### config.mk
export PLATFORM = sky130hd
export DESIGN_NAME = sw_pulse_gate
export DESIGN_NICKNAME = d
export VERILOG_FILES = /design/src/rtl/sw_gate_pkg.sv /design/src/rtl/sg_sync.sv /design/src/rtl/sg_debounce.sv /design/src/rtl/sg_gate.sv /design/src/rtl/sw_pulse_gate.sv
export SDC_FILE = /design/constraint.sdc
export NUM_CORES = 1
export LEC_CHECK = 0
export BUFFER_PORTS_ARGS = -buffer_cell sky130_fd_sc_hd__buf_2
export CAP_MARGIN = 20
export CELL_PAD_IN_SITES_DETAIL_PLACEMENT = 0
export CELL_PAD_IN_SITES_GLOBAL_PLACEMENT = 1
export CORE_AREA = 2 2 39 41
export CTS_CLUSTER_SIZE = 20
export DETAILED_ROUTE_END_ITERATION = 10
export DIE_AREA = 0 0 41 43
export GPL_TIMING_DRIVEN = 1
export PLACE_DENSITY = 0.56
export SETUP_SLACK_MARGIN = 0.02
export SYNTH_ARGS = -nofsm -noshare
export SYNTH_HDL_FRONTEND = slang
export SYNTH_SLANG_ARGS = --single-unit
### constraint.sdc
create_clock -name clk_i -period 2.1 [get_ports clk_i]
set_input_delay 0 -clock clk_i [delete_from_list [all_inputs] [get_ports clk_i]]
set_output_delay 0 -clock clk_i [all_outputs]
set_load 0.05 [all_outputs]
### src/rtl/sw_gate_pkg.sv
package sw_gate_pkg;
  localparam int unsigned DEF_STABLE_CYC  = 16;
  localparam int unsigned DEF_SYNC_STAGES = 2;

  function automatic int unsigned cnt_width(input int unsigned limit);
    return (limit < 2) ? 1 : $clog2(limit);
  endfunction
endpackage

### src/rtl/sg_sync.sv
module sg_sync #(
  parameter int unsigned STAGES  = 2,
  parameter bit          RST_VAL = 1'b0
) (
  input  logic clk_i,
  input  logic rst_ni,
  input  logic d_i,
  output logic q_o
);
  logic [STAGES-1:0] chain_q;

  generate
    for (genvar s = 0; s < STAGES; s++) begin : g_stage
      if (s == 0) begin : g_first
        always_ff @(posedge clk_i or negedge rst_ni) begin
          if (!rst_ni) chain_q[s] <= RST_VAL;
          else         chain_q[s] <= d_i;
        end
      end else begin : g_next
        always_ff @(posedge clk_i or negedge rst_ni) begin
          if (!rst_ni) chain_q[s] <= RST_VAL;
          else         chain_q[s] <= chain_q[s-1];
        end
      end
    end
  endgenerate

  assign q_o = chain_q[STAGES-1];
endmodule

### src/rtl/sg_debounce.sv
module sg_debounce
  import sw_gate_pkg::*;
#(
  parameter int unsigned STABLE_CYC = DEF_STABLE_CYC
) (
  input  logic clk_i,
  input  logic rst_ni,
  input  logic sw_sync_i,
  output logic level_o
);
  localparam int unsigned CW = cnt_width(STABLE_CYC);
  localparam logic [CW-1:0] LAST = CW'(STABLE_CYC - 1);

  logic [CW-1:0] dwell_q;
  logic          level_q;
  logic          differs;

  assign differs = sw_sync_i ^ level_q;

  // count consecutive samples that disagree with the accepted level
  always_ff @(posedge clk_i or negedge rst_ni) begin
    if (!rst_ni) begin
      dwell_q <= '0;
      level_q <= 1'b0;
    end else if (!differs) begin
      dwell_q <= '0;
    end else if (dwell_q == LAST) begin
      dwell_q <= '0;
      level_q <= sw_sync_i;
    end else begin
      dwell_q <= dwell_q + 1'b1;
    end
  end

  assign level_o = level_q;
endmodule

### src/rtl/sg_gate.sv
module sg_gate (
  input  logic clk_i,
  input  logic rst_ni,
  input  logic pulse_sync_i,
  input  logic en_req_i,
  output logic en_o,
  output logic pulse_o
);
  logic en_q;

  // enable may only move while the train is low
  always_ff @(posedge clk_i or negedge rst_ni) begin
    if (!rst_ni)            en_q <= 1'b0;
    else if (!pulse_sync_i) en_q <= en_req_i;
  end

  assign en_o    = en_q;
  assign pulse_o = pulse_sync_i & en_q;
endmodule

### src/rtl/sw_pulse_gate.sv
module sw_pulse_gate
  import sw_gate_pkg::*;
#(
  parameter int unsigned STABLE_CYC  = DEF_STABLE_CYC,
  parameter int unsigned SYNC_STAGES = DEF_SYNC_STAGES
) (
  input  logic clk_i,
  input  logic rst_ni,
  input  logic sw_raw_i,
  input  logic pulse_i,
  output logic pulse_o,
  output logic sw_level_o
);
  logic sw_sync;
  logic pulse_sync;
  logic gate_en;

  sg_sync #(.STAGES(SYNC_STAGES), .RST_VAL(1'b0)) i_sw_sync (
    .clk_i (clk_i),
    .rst_ni(rst_ni),
    .d_i   (sw_raw_i),
    .q_o   (sw_sync)
  );

  sg_sync #(.STAGES(SYNC_STAGES), .RST_VAL(1'b0)) i_pulse_sync (
    .clk_i (clk_i),
    .rst_ni(rst_ni),
    .d_i   (pulse_i),
    .q_o   (pulse_sync)
  );

  sg_debounce #(.STABLE_CYC(STABLE_CYC)) i_debounce (
    .clk_i    (clk_i),
    .rst_ni   (rst_ni),
    .sw_sync_i(sw_sync),
    .level_o  (sw_level_o)
  );

  sg_gate i_gate (
    .clk_i       (clk_i),
    .rst_ni      (rst_ni),
    .pulse_sync_i(pulse_sync),
    .en_req_i    (sw_level_o),
    .en_o        (gate_en),
    .pulse_o     (pulse_o)
  );
endmodule

-- Word-level counts from Yosys, hierarchy flattened
Index checks and enable logic that the tools add are counted.
- add/subtract/negate cells: 1
- equal/unequal tests: 1
- multiplexer cells: 2
- bitwise logic cells: 2
- reduce and logical (&&, ||, !) cells: 1
- operators with widths (cell ; number):
    $mux W4 ; 2
    $add A4 B1 Y4 const B ; 1
    $eq A4 B4 Y1 const B ; 1
    $reduce_and A2 Y1 ; 1
    $and A1 B1 Y1 ; 1
    $xor A1 B1 Y1 ; 1
- flip-flop bits (word level): 10
- input bits: 4
- output and inout bits: 2
- logic and storage cells: 14

-- Depth between registers and ports, before layout
Gate-level depths: netlist of run 1.
- depth in word-level cells: 3
- depth in mapped cells: 4
- mapped depth without buffers: 4

-- Cells and area by module
A second synthesis of run 1 with hierarchy kept.
- cell total of the unflattened synthesis: 23
- area, all modules: 367.9 um^2
- modules (own cells, without submodules) (module ; instances ; cells an instance ; area each (um^2) ; seq. area each (um^2)):
    sg_debounce ; 1 ; 16 ; 220.2 ; 125.1
    sg_sync ; 2 ; 2 ; 50.0 ; 50.0
    sg_gate ; 1 ; 3 ; 47.5 ; 25.0

-- Worst setup path after synthesis of run 1
OpenSTA, ideal clock, no wires.
- path kind: flip-flop to flip-flop
- from: reg i_debounce.level_q, in the netlist i_debounce.level_o
- to: reg i_debounce.dwell_q[1]
- library setup time: 120 ps
- arrival time: 1127 ps
- slack: 853 ps
- cell stages (with the launch flop): 3
- buffers on the path: 0
- clock period less this slack: 1247 ps
- cells stage by stage: dfrtp_1 -> xnor2_1 -> and2b_2
- longest elaborated chain between the ends: 2
- RTL lines (element ; line ; source):
    from (decl) ; sg_debounce.sv:15 ; logic level_q;
    from (signal assigned) ; sg_debounce.sv:29 ; level_q <= sw_sync_i;
    $xor A1 B1 Y1 ; sg_debounce.sv:18 ; assign differs = sw_sync_i ^ level_q;
    $mux W4 ; sg_debounce.sv:25 ; end else if (!differs) begin
    to (signal assigned) ; sg_debounce.sv:31 ; dwell_q <= dwell_q + 1'b1;
    to (decl) ; sg_debounce.sv:14 ; logic [CW-1:0] dwell_q;
Every way passes these cells.
A chain may end at the register's enable or synchronous reset.

-- Worst setup path in the final report of run 1
- from: reg i_debounce.dwell_q[0]
- to: reg i_debounce.level_q, in the netlist i_debounce.level_o
- longest elaborated chain between the ends: 2
- RTL lines (element ; line ; source):
    $eq A4 B4 Y1 ; sg_debounce.sv:27 ; end else if (dwell_q == LAST) begin
    $reduce_and A2 Y1 (no source line) ; n/a ;
Every way passes these cells.

==> results.toml, run 1 <==
[run_status]
status = "finished clean"

[critical_path]
required_ns = 2.23
r2r-end = "i_debounce.level_o$_DFFE_PN0P_"
rr_startpoint = "i_debounce.dwell_q[0]$_DFF_PN0_"
cpPeakStageDelay_ns = 0.41
slowest_stage = "dfrtp_1"
worstSetupPathType = "flop to flop"
cp-start-kind = "flop"
crit_path_end_kind = "flop"
endpoint = "i_debounce.level_o$_DFFE_PN0P_"
startpoint = "i_debounce.dwell_q[0]$_DFF_PN0_"
cp_cell_sequence = "ha_1, nand3_1, mux2_1"
cp.depth = 3
cp_top_family = "flip-flops"
rr_worst_depth = 3
regToRegSetupSlack_ns = 0.87
critPathBufInv = 0
arrival_ns = 1.36
worst-path-max-fanout = 4

[placement]
placedCellCount = 46
place_congestion = 0.669
placedInstanceArea_um2 = 408
numPortBuffers = 5

[yosys]
netlist_instances = 25
synth_fa_ha_area_frac = 0.0345
synth_top_family_by_area = "simple AND/OR/NAND/NOR gates"
seq_area_frac_synth = 0.690
synth_compound_area_frac = 0.0655
yosys.area_share.xor_xnor = 0.0483
synthTopCellsByArea = "dfrtp_1 69%, xnor2_1 4.8%, ha_1 3.4%"
synth.top_cells.by_count = "10 x dfrtp_1, 2 x a21oi_1, 2 x xnor2_1"
synth.largest_area_cell = "dfrtp_1"
netlist.area_leader.share = 0.690
synth_fp_nets = 30
synth_ff_type = "dfrtp_1"
synthesis.area_um2 = 363
synth.distinct_cells = 14
synth_edf_count = 0
yosys.area_share.simple = 0.0897
synth.most_common_cell = "dfrtp_1"
synthArstFlopShare = 1.00
synth_mux_area_frac = 0.0621
synth.avg_cell_area_um2 = 14.5
synth-seq-cells = 10
yosys_warnings = 0

[routing]
drc = 0
finalWirelength_um = 525
dr.first_iter.drc_count = 1
drtAntennaViolNets = 0
vias = 225
viasPerCell = 4.25
wire_per_inst_um = 9.91
drt_pass1_iterations = 2

[timing]
maxSlewViolCount = 0
grt_setup_unrepaired = "no"
finalSetupViolations = 0
max_freq_mhz = 813
max-slew-margin-rel = 0.798
fin_crit_sh = 0.586
skew_ns = 0.00644
finalHoldViolations = 0
post-route-min-period_ns = 1.23
hold_slack_ns = 0.118
tightest_slew_ns = 0.300
tns_ns = 0

[power]
p_switching_mw = 0.0772
p_int_mw = 0.318
sw_frac_of_total = 0.195
p_per_area_nw_per_um2 = 834
p_comb_frac = 0.054
p_seq_frac = 0.525
clkPwrFrac = 0.420
vdd_drop_max_uv = 304
leakage_nw = 0.224

[clock_network]
cts_buffers = 3
clockBufferDepth = 2
cts_root_buf = "clkbuf_4"
cts_setup_buffers = 0
cts_tree = "done"
cts-resized-gates = 0
clk_latency_ns = 0.26
clock-sinks = 10
h-tree-depth = 1
clk_pin_slew_ns = 0.07

[final_layout]
finalInstanceArea_um2 = 474
nets = 43
fillers = 138
fin_util = 0.343
area_growth_pct = 30.7
layout-drive-gt1-share = 0.297
insertedDiodeCount = 0
stdcell_count = 53

[grt]
antenna_found_initial = 0
first_global_vias = 278
grt_overflow_total = 0
grt_max_degree = 11
grt_pass1_wl_um = 1010
grt_usage = 0.0857

[floorplanning]
start_util = 0.262
dieArea_um2 = 1760
die_w_um = 41
die_h_um = 43
fp.coreArea_um2 = 1380
io_pins = 6
num_rows = 14

[job]
cap_violations = 0

[min_path]
hp-class = "input pin to asynchronous set/reset pin"
repair_timing:
action | CTS | global route
hold buffers | 3 | 0
setup endpoints to repair | 0 | 0
endpoints found under the hold margin | 12 | 0
kinds of logic (layout without fill, tap and decap cells):
kind of cell    Yosys count  count (layout)
flops                    10              10
xor+xnor                  2               2
compound gates            4               4
simple gates              5               5
mux                       2               2
buf+inv                   1              13
fa+ha+maj                 1               1
sequential cells by signal, indices dropped and copies added, names as in the netlist:
register and flops:
i_sw_sync.q_o 1, i_debounce.dwell_q 4, i_pulse_sync.q_o 1, i_debounce.level_o 1, i_sw_sync.chain_q 1, i_gate.en_o 1
i_pulse_sync.chain_q 1
area by class of cell:
class | instances | area (um2) | area share
clock buffers | 4 | 36.3 | 0.0765
inverters | 1 | 3.75 | 0.00792
multi-input cells | 14 | 109 | 0.230
flip-flops and latches | 10 | 250 | 0.528
well taps | 16 | 20.0 | 0.0422
repair buffers | 8 | 55.1 | 0.116
per-layer routing:
| metal | global-route usage | routed length (um) | up-vias |
|---|---|---|---|
| met1 | 0.102 | 217 | 110 |
| li1 | - | - | 111 |
| met4 | 0.0400 | 0 | 0 |
| met5 | 0 | 0 | - |
| met3 | 0.0314 | 17 | 0 |
| met2 | 0.131 | 290 | 4 |
stage by stage:
stage	total power, mW	setup WS [ns]
final	0.396	0.870
after global routing	0.424	0.820
after CTS	0.403	0.870
after detailed placement	0.229	0.883
after global placement	0.228	0.913
after floorplan	0.220	0.853
how the worst min path moves through the flow:
stage / depth (start not counted) / from / end
final: 2 / rst_ni / i_debounce.dwell_q[2]$_DFF_PN0_
after global routing: 2 / rst_ni / i_debounce.dwell_q[2]$_DFF_PN0_
after CTS: 2 / rst_ni / i_debounce.dwell_q[2]$_DFF_PN0_
after detailed placement: 1 / rst_ni / i_debounce.dwell_q[2]$_DFF_PN0_
after global placement: 1 / rst_ni / i_debounce.dwell_q[2]$_DFF_PN0_
after floorplan: 0 / rst_ni / i_debounce.dwell_q[0]$_DFF_PN0_
cells in the final DEF (no fill, tap or decap), types with 2 or more instances in the layout:
| cell type | count |
|---|---|
| clkbuf_4 | 3 |
| a21oi_1 | 2 |
| dlygate4sd3_1 | 3 |
| buf_2 | 5 |
| dfrtp_1 | 10 |
| xnor2_1 | 2 |
power groups by stage:
stage	Clock, mW	Combinational, mW	Sequential, mW
floorplan	0	0.0102	0.210
global placement	0	0.0171	0.210
detailed placement	0	0.0177	0.212
CTS	0.173	0.0219	0.208
global route	0.189	0.0253	0.209
finish	0.166	0.0216	0.208
(Power assumes the default switching activity.)
==> run 2: changes to the inputs <==
Settings changed: ABC_AREA from default to 1, PLACE_DENSITY 0.56 to 0.6.
Clock period 2.1 ns to 1.1 ns, I/O delays scaled along.
==> results.toml, run 2 <==
[power]
leakage_nw = 0.246
p_comb_frac = 0.056
clkPwrFrac = 0.421
sw_frac_of_total = 0.200
p_seq_frac = 0.524
p_switching_mw = 0.151
vdd_drop_max_uv = 549
p_int_mw = 0.606
power_mw = 0.757
p_per_area_nw_per_um2 = 1570

[timing]
finalHoldViolations = 0
tightest_slew_ns = 0.249
tns_ns = 0
max-slew-margin-rel = 0.835
skew_ns = 0.000434
max_freq_mhz = 986
post-route-min-period_ns = 1.01
fin_crit_sh = 0.922
grt_setup_unrepaired = "no"
fin_ws_ns = 0.0854
maxSlewViolCount = 0
finalSetupViolations = 0

[final_layout]
nets = 52
insertedDiodeCount = 0
seqCellArea_um2 = 250
largest_register_ff_count = 4
layout-drive-gt1-share = 0.239
final_common_cell = "dfrtp_1"
regMostFlops = "i_debounce.dwell_q"
area_growth_pct = 32.8
multiInputGateArea_um2 = 101
fillers = 145
finalInstanceArea_um2 = 482
mostFrequentLayoutCells = "10 x dfrtp_1, 7 x nand2_1, 5 x inv_1, 5 x buf_2, 4 x nor2_1"
fin_util = 0.348

[yosys]
synth.largest_area_cell = "dfrtp_1"
synth_ff_type = "dfrtp_1"
synth.avg_cell_area_um2 = 10.7
synthesis.area_um2 = 363
synthTopCellsByArea = "dfrtp_1 69%, nand2_1 7.2%, inv_1 5.2%"
yosys_warnings = 0
seq_area_frac_synth = 0.690
synth.top_cells.by_count = "10 x dfrtp_1, 7 x nand2_1, 5 x inv_1, 4 x nor2_1, 3 x nand3_1"
netlist_instances = 34
synth-seq-cells = 10
synth_fp_nets = 39
synth_edf_count = 0
netlist.area_leader.share = 0.690
synth.most_common_cell = "dfrtp_1"
synth.distinct_cells = 10
synthArstFlopShare = 1.00

[placement]
place_congestion = 0.755
placedInstanceArea_um2 = 408
pre_cts_ws_ns = 0.0542
numPortBuffers = 5

[grt]
first_global_vias = 275
antenna_found_initial = 0
grt_overflow_total = 0
grt_max_degree = 11
grt_pass1_wl_um = 986
grt_usage = 0.0859

[floorplanning]
die_w_um = 41
fp.coreArea_um2 = 1380
start_util = 0.262
io_pins = 6
dieArea_um2 = 1760
die_h_um = 43
num_rows = 14

[routing]
viasPerCell = 4.05
vias = 251
drtAntennaViolNets = 0
finalWirelength_um = 557
wire_per_inst_um = 8.98
drt_pass1_iterations = 4
dr.first_iter.drc_count = 4
drc = 0

[critical_path]
worst-path-max-fanout = 4
rr_worst_depth = 4
required_ns = 1.28
crit_path_end_kind = "flop"
worstSetupPathType = "flop to flop"
arrival_ns = 1.20
cp-start-kind = "flop"

[clock_network]
clock-sinks = 10
cts_setup_buffers = 0
cts_tree = "done"
h-tree-depth = 1
clk_pin_slew_ns = 0.06
cts_root_buf = "clkbuf_4"
clockBufferDepth = 2
clk_latency_ns = 0.26
cts_buffers = 3

[job]
cap_violations = 0

[min_path]
hp-class = "input pin to asynchronous set/reset pin"

[run_status]
status = "finished clean"
## run 2: cell types whose count changed after synthesis, moves of 2 or more
cell,previous run,this run
a21oi_1,2,0
inv_1,1,5
nand2_1,0,7
nand3_1,1,3
nor2_1,1,4
## run 2: layout make-up
class	instances	area share
inverter	5	0.0390
multi-input combinational	19	0.210
timing repair buffer	8	0.114
sequential	10	0.519
tap	16	0.0416
clock buffer	4	0.0753
## run 2: final timing paths
path,from,endpoint,slack [ns]
hold / removal,rst_ni,i_debounce.dwell_q[1]$_DFF_PN0_,0.12
setup reg to reg,i_debounce.dwell_q[0]$_DFF_PN0_,i_debounce.dwell_q[3]$_DFF_PN0_,0.09
min in group clk_i,i_pulse_sync.chain_q[0]$_DFF_PN0_,i_pulse_sync.q_o$_DFF_PN0_,0.36
max in group asynchronous,rst_ni,i_gate.en_o$_DFFE_PN0N_,0.79
hold reg to reg,i_pulse_sync.chain_q[0]$_DFF_PN0_,i_pulse_sync.q_o$_DFF_PN0_,0.36
setup / recovery,i_debounce.dwell_q[0]$_DFF_PN0_,i_debounce.dwell_q[3]$_DFF_PN0_,0.09
## run 2: per-stage QoR
step / cells / hold WS, ns
2_1_floorplan: 34 / -0.296
3_3_place_gp: 55 / -0.138
3_5_place_dp: 55 / -0.131
4_1_cts: 62 / 0.121
5_1_grt: 62 / 0.146
6_report: 62 / 0.123
## run 2: repair_timing
action                                  CTS  global route
hold buffers                              3             0
hold endpoints to repair                 12             0
endpoints found under the setup margin    0             2
gates resized for setup                   0             2
## run 2: critical path, stage by stage (launching register included)
cell	delay, ns
dfrtp_1	0.41
ha_2	0.22
nand3_2	0.08
nand3_1	0.10
nor2_1	0.13
## run 2: cells by family (layout without fill, tap and decap cells)
logic type      count (synthesis)  after routing  synth area share
simple gates                   15             15             0.172
fa+ha+maj                       1              1            0.0345
xor+xnor                        1              1            0.0241
buf+inv                         5             17            0.0517
compound gates                  2              2            0.0276
flops                          10             10             0.690
## run 2: power groups by stage
stage / clock, mW / combinational, mW / sequential (mW)
detailed placement: 0 / 0.0329 / 0.403
finish: 0.319 / 0.0421 / 0.396
CTS: 0.333 / 0.0419 / 0.396
global route: 0.350 / 0.0507 / 0.398
global placement: 0 / 0.0328 / 0.401
floorplan: 0 / 0.0185 / 0.400
## run 2: per-layer routing
metal / part of all wire / global-route usage / up-vias
met1: 0.36 / 0.0922 / 116
met2: 0.61 / 0.131 / 4
li1: - / - / 131
met4: 0 / 0.0800 / 0
met5: 0 / 0 / -
met3: 0.031 / 0.0157 / 0
==> run 3: changes to the inputs <==
Settings changed: ABC_AREA 1 to 0, CTS_CLUSTER_SIZE 20 to 25, PLACE_DENSITY 0.6 to 0.57.
==> results.toml, run 3 (synthesized netlist as in run 1, its figures left out) <==
[timing]
max_freq_mhz = 935
maxSlewViolCount = 0
post-route-min-period_ns = 1.07
fin_ws_ns = 0.0304
finalHoldViolations = 0
max-slew-margin-rel = 0.830
fin_crit_sh = 0.972
tightest_slew_ns = 0.254
tns_ns = 0
finalSetupViolations = 0
grt_setup_unrepaired = "yes"
skew_ns = 0.00208
hold_slack_ns = 0.114

[final_layout]
largest_register_ff_count = 4
finalInstanceArea_um2 = 523
area_growth_pct = 44.1
regMostFlops = "i_debounce.dwell_q"
mostFrequentLayoutCells = "9 x dfrtp_1, 5 x buf_2, 3 x clkbuf_4, 3 x dlygate4sd3_1, 3 x buf_4"
final_common_cell = "dfrtp_1"
layout-drive-gt1-share = 0.500
nets = 46
fillers = 135
insertedDiodeCount = 0

[grt]
antenna_found_initial = 0
grt_overflow_total = 0
grt_usage = 0.0969
first_global_vias = 241
grt_max_degree = 11
grt_pass1_wl_um = 1020

[routing]
finalWirelength_um = 575
viasPerCell = 4.55
dr.first_iter.drc_count = 2
drtAntennaViolNets = 0
vias = 255
wire_per_inst_um = 10.3
drt_pass1_iterations = 4
drc = 0

[critical_path]
critPathBufInv = 1
regToRegSetupSlack_ns = 0.03
worst-path-max-fanout = 3
slowest_stage = "dfrtp_1"
cpPeakStageDelay_ns = 0.39
required_ns = 1.24
cp_top_family = "flip-flops"
cp_cell_sequence = "ha_2, buf_4, xnor2_1, nor2_1"
cp-start-kind = "flop"
crit_path_end_kind = "flop"
worstSetupPathType = "flop to flop"
arrival_ns = 1.21

[floorplanning]
die_w_um = 41
num_rows = 14
dieArea_um2 = 1760
fp.coreArea_um2 = 1380
io_pins = 6
die_h_um = 43
start_util = 0.262

[placement]
hpwl_um = 374
placedInstanceArea_um2 = 430
pre_cts_ws_ns = -0.00219
numPortBuffers = 5
place_congestion = 0.750

[min_path]
hp-class = "input pin to asynchronous set/reset pin"

[power]
p_per_area_nw_per_um2 = 1490
leakage_nw = 0.243
power_mw = 0.779
vdd_drop_max_uv = 753

[clock_network]
h-tree-depth = 1
clockBufferDepth = 2
cts_tree = "done"
clk_pin_slew_ns = 0.06
clk_latency_ns = 0.26
cts_root_buf = "clkbuf_4"
cts_buffers = 3
clock-sinks = 10

[run_status]
status = "finished clean"

[job]
cap_violations = 0
## run 3: report_power, final
group	leakage (nW)	switching, mW	internal [mW]	total (mW)
logic	0.0963	0.0246	0.0359	0.0605
clock network	0.0210	0.122	0.201	0.323
registers	0.126	0.0120	0.384	0.396
## run 3: repair_timing
action | 4_1_cts | 5_1_grt
setup endpoints to repair | 1 | 3
hold buffers | 3 | 0
resized for setup | 0 | 2
pin swaps | 0 | 1
setup buffers | 2 | 0
hold endpoints to repair | 12 | 0
## run 3: final cells by class
type,count,area [um2],share of cell area
Sequential cell,10,251,0.481
Timing Repair Buffer,11,77.6,0.148
Tap cell,16,20.0,0.0383
Inverter,1,3.75,0.00718
Multi-Input combinational cell,14,134,0.256
Clock buffer,4,36.3,0.0694
## run 3: final timing paths
check	from	depth (start not counted)	end
setup / recovery	i_debounce.dwell_q[0]$_DFF_PN0_	4	i_debounce.dwell_q[2]$_DFF_PN0_
hold reg to reg	i_sw_sync.chain_q[0]$_DFF_PN0_	0	i_sw_sync.q_o$_DFF_PN0_
min in group clk_i	i_sw_sync.chain_q[0]$_DFF_PN0_	0	i_sw_sync.q_o$_DFF_PN0_
max in group asynchronous	rst_ni	2	i_debounce.level_o$_DFFE_PN0P_
setup reg to reg	i_debounce.dwell_q[0]$_DFF_PN0_	4	i_debounce.dwell_q[2]$_DFF_PN0_
hold / removal	rst_ni	2	i_gate.en_o$_DFFE_PN0N_
## run 3: per-stage QoR
stage          std cells   util
2_1_floorplan         25      -
3_3_place_gp          47  0.311
3_5_place_dp          47  0.311
4_1_cts               56  0.370
5_1_grt               56  0.378
6_report              56  0.378
## run 3: per-layer routing
metal,share of wire,vias up,GRT usage
met5,0,-,0
met4,0.014,0,0.0400
met3,0.096,2,0.0942
met2,0.45,11,0.128
met1,0.44,124,0.102
li1,-,118,-
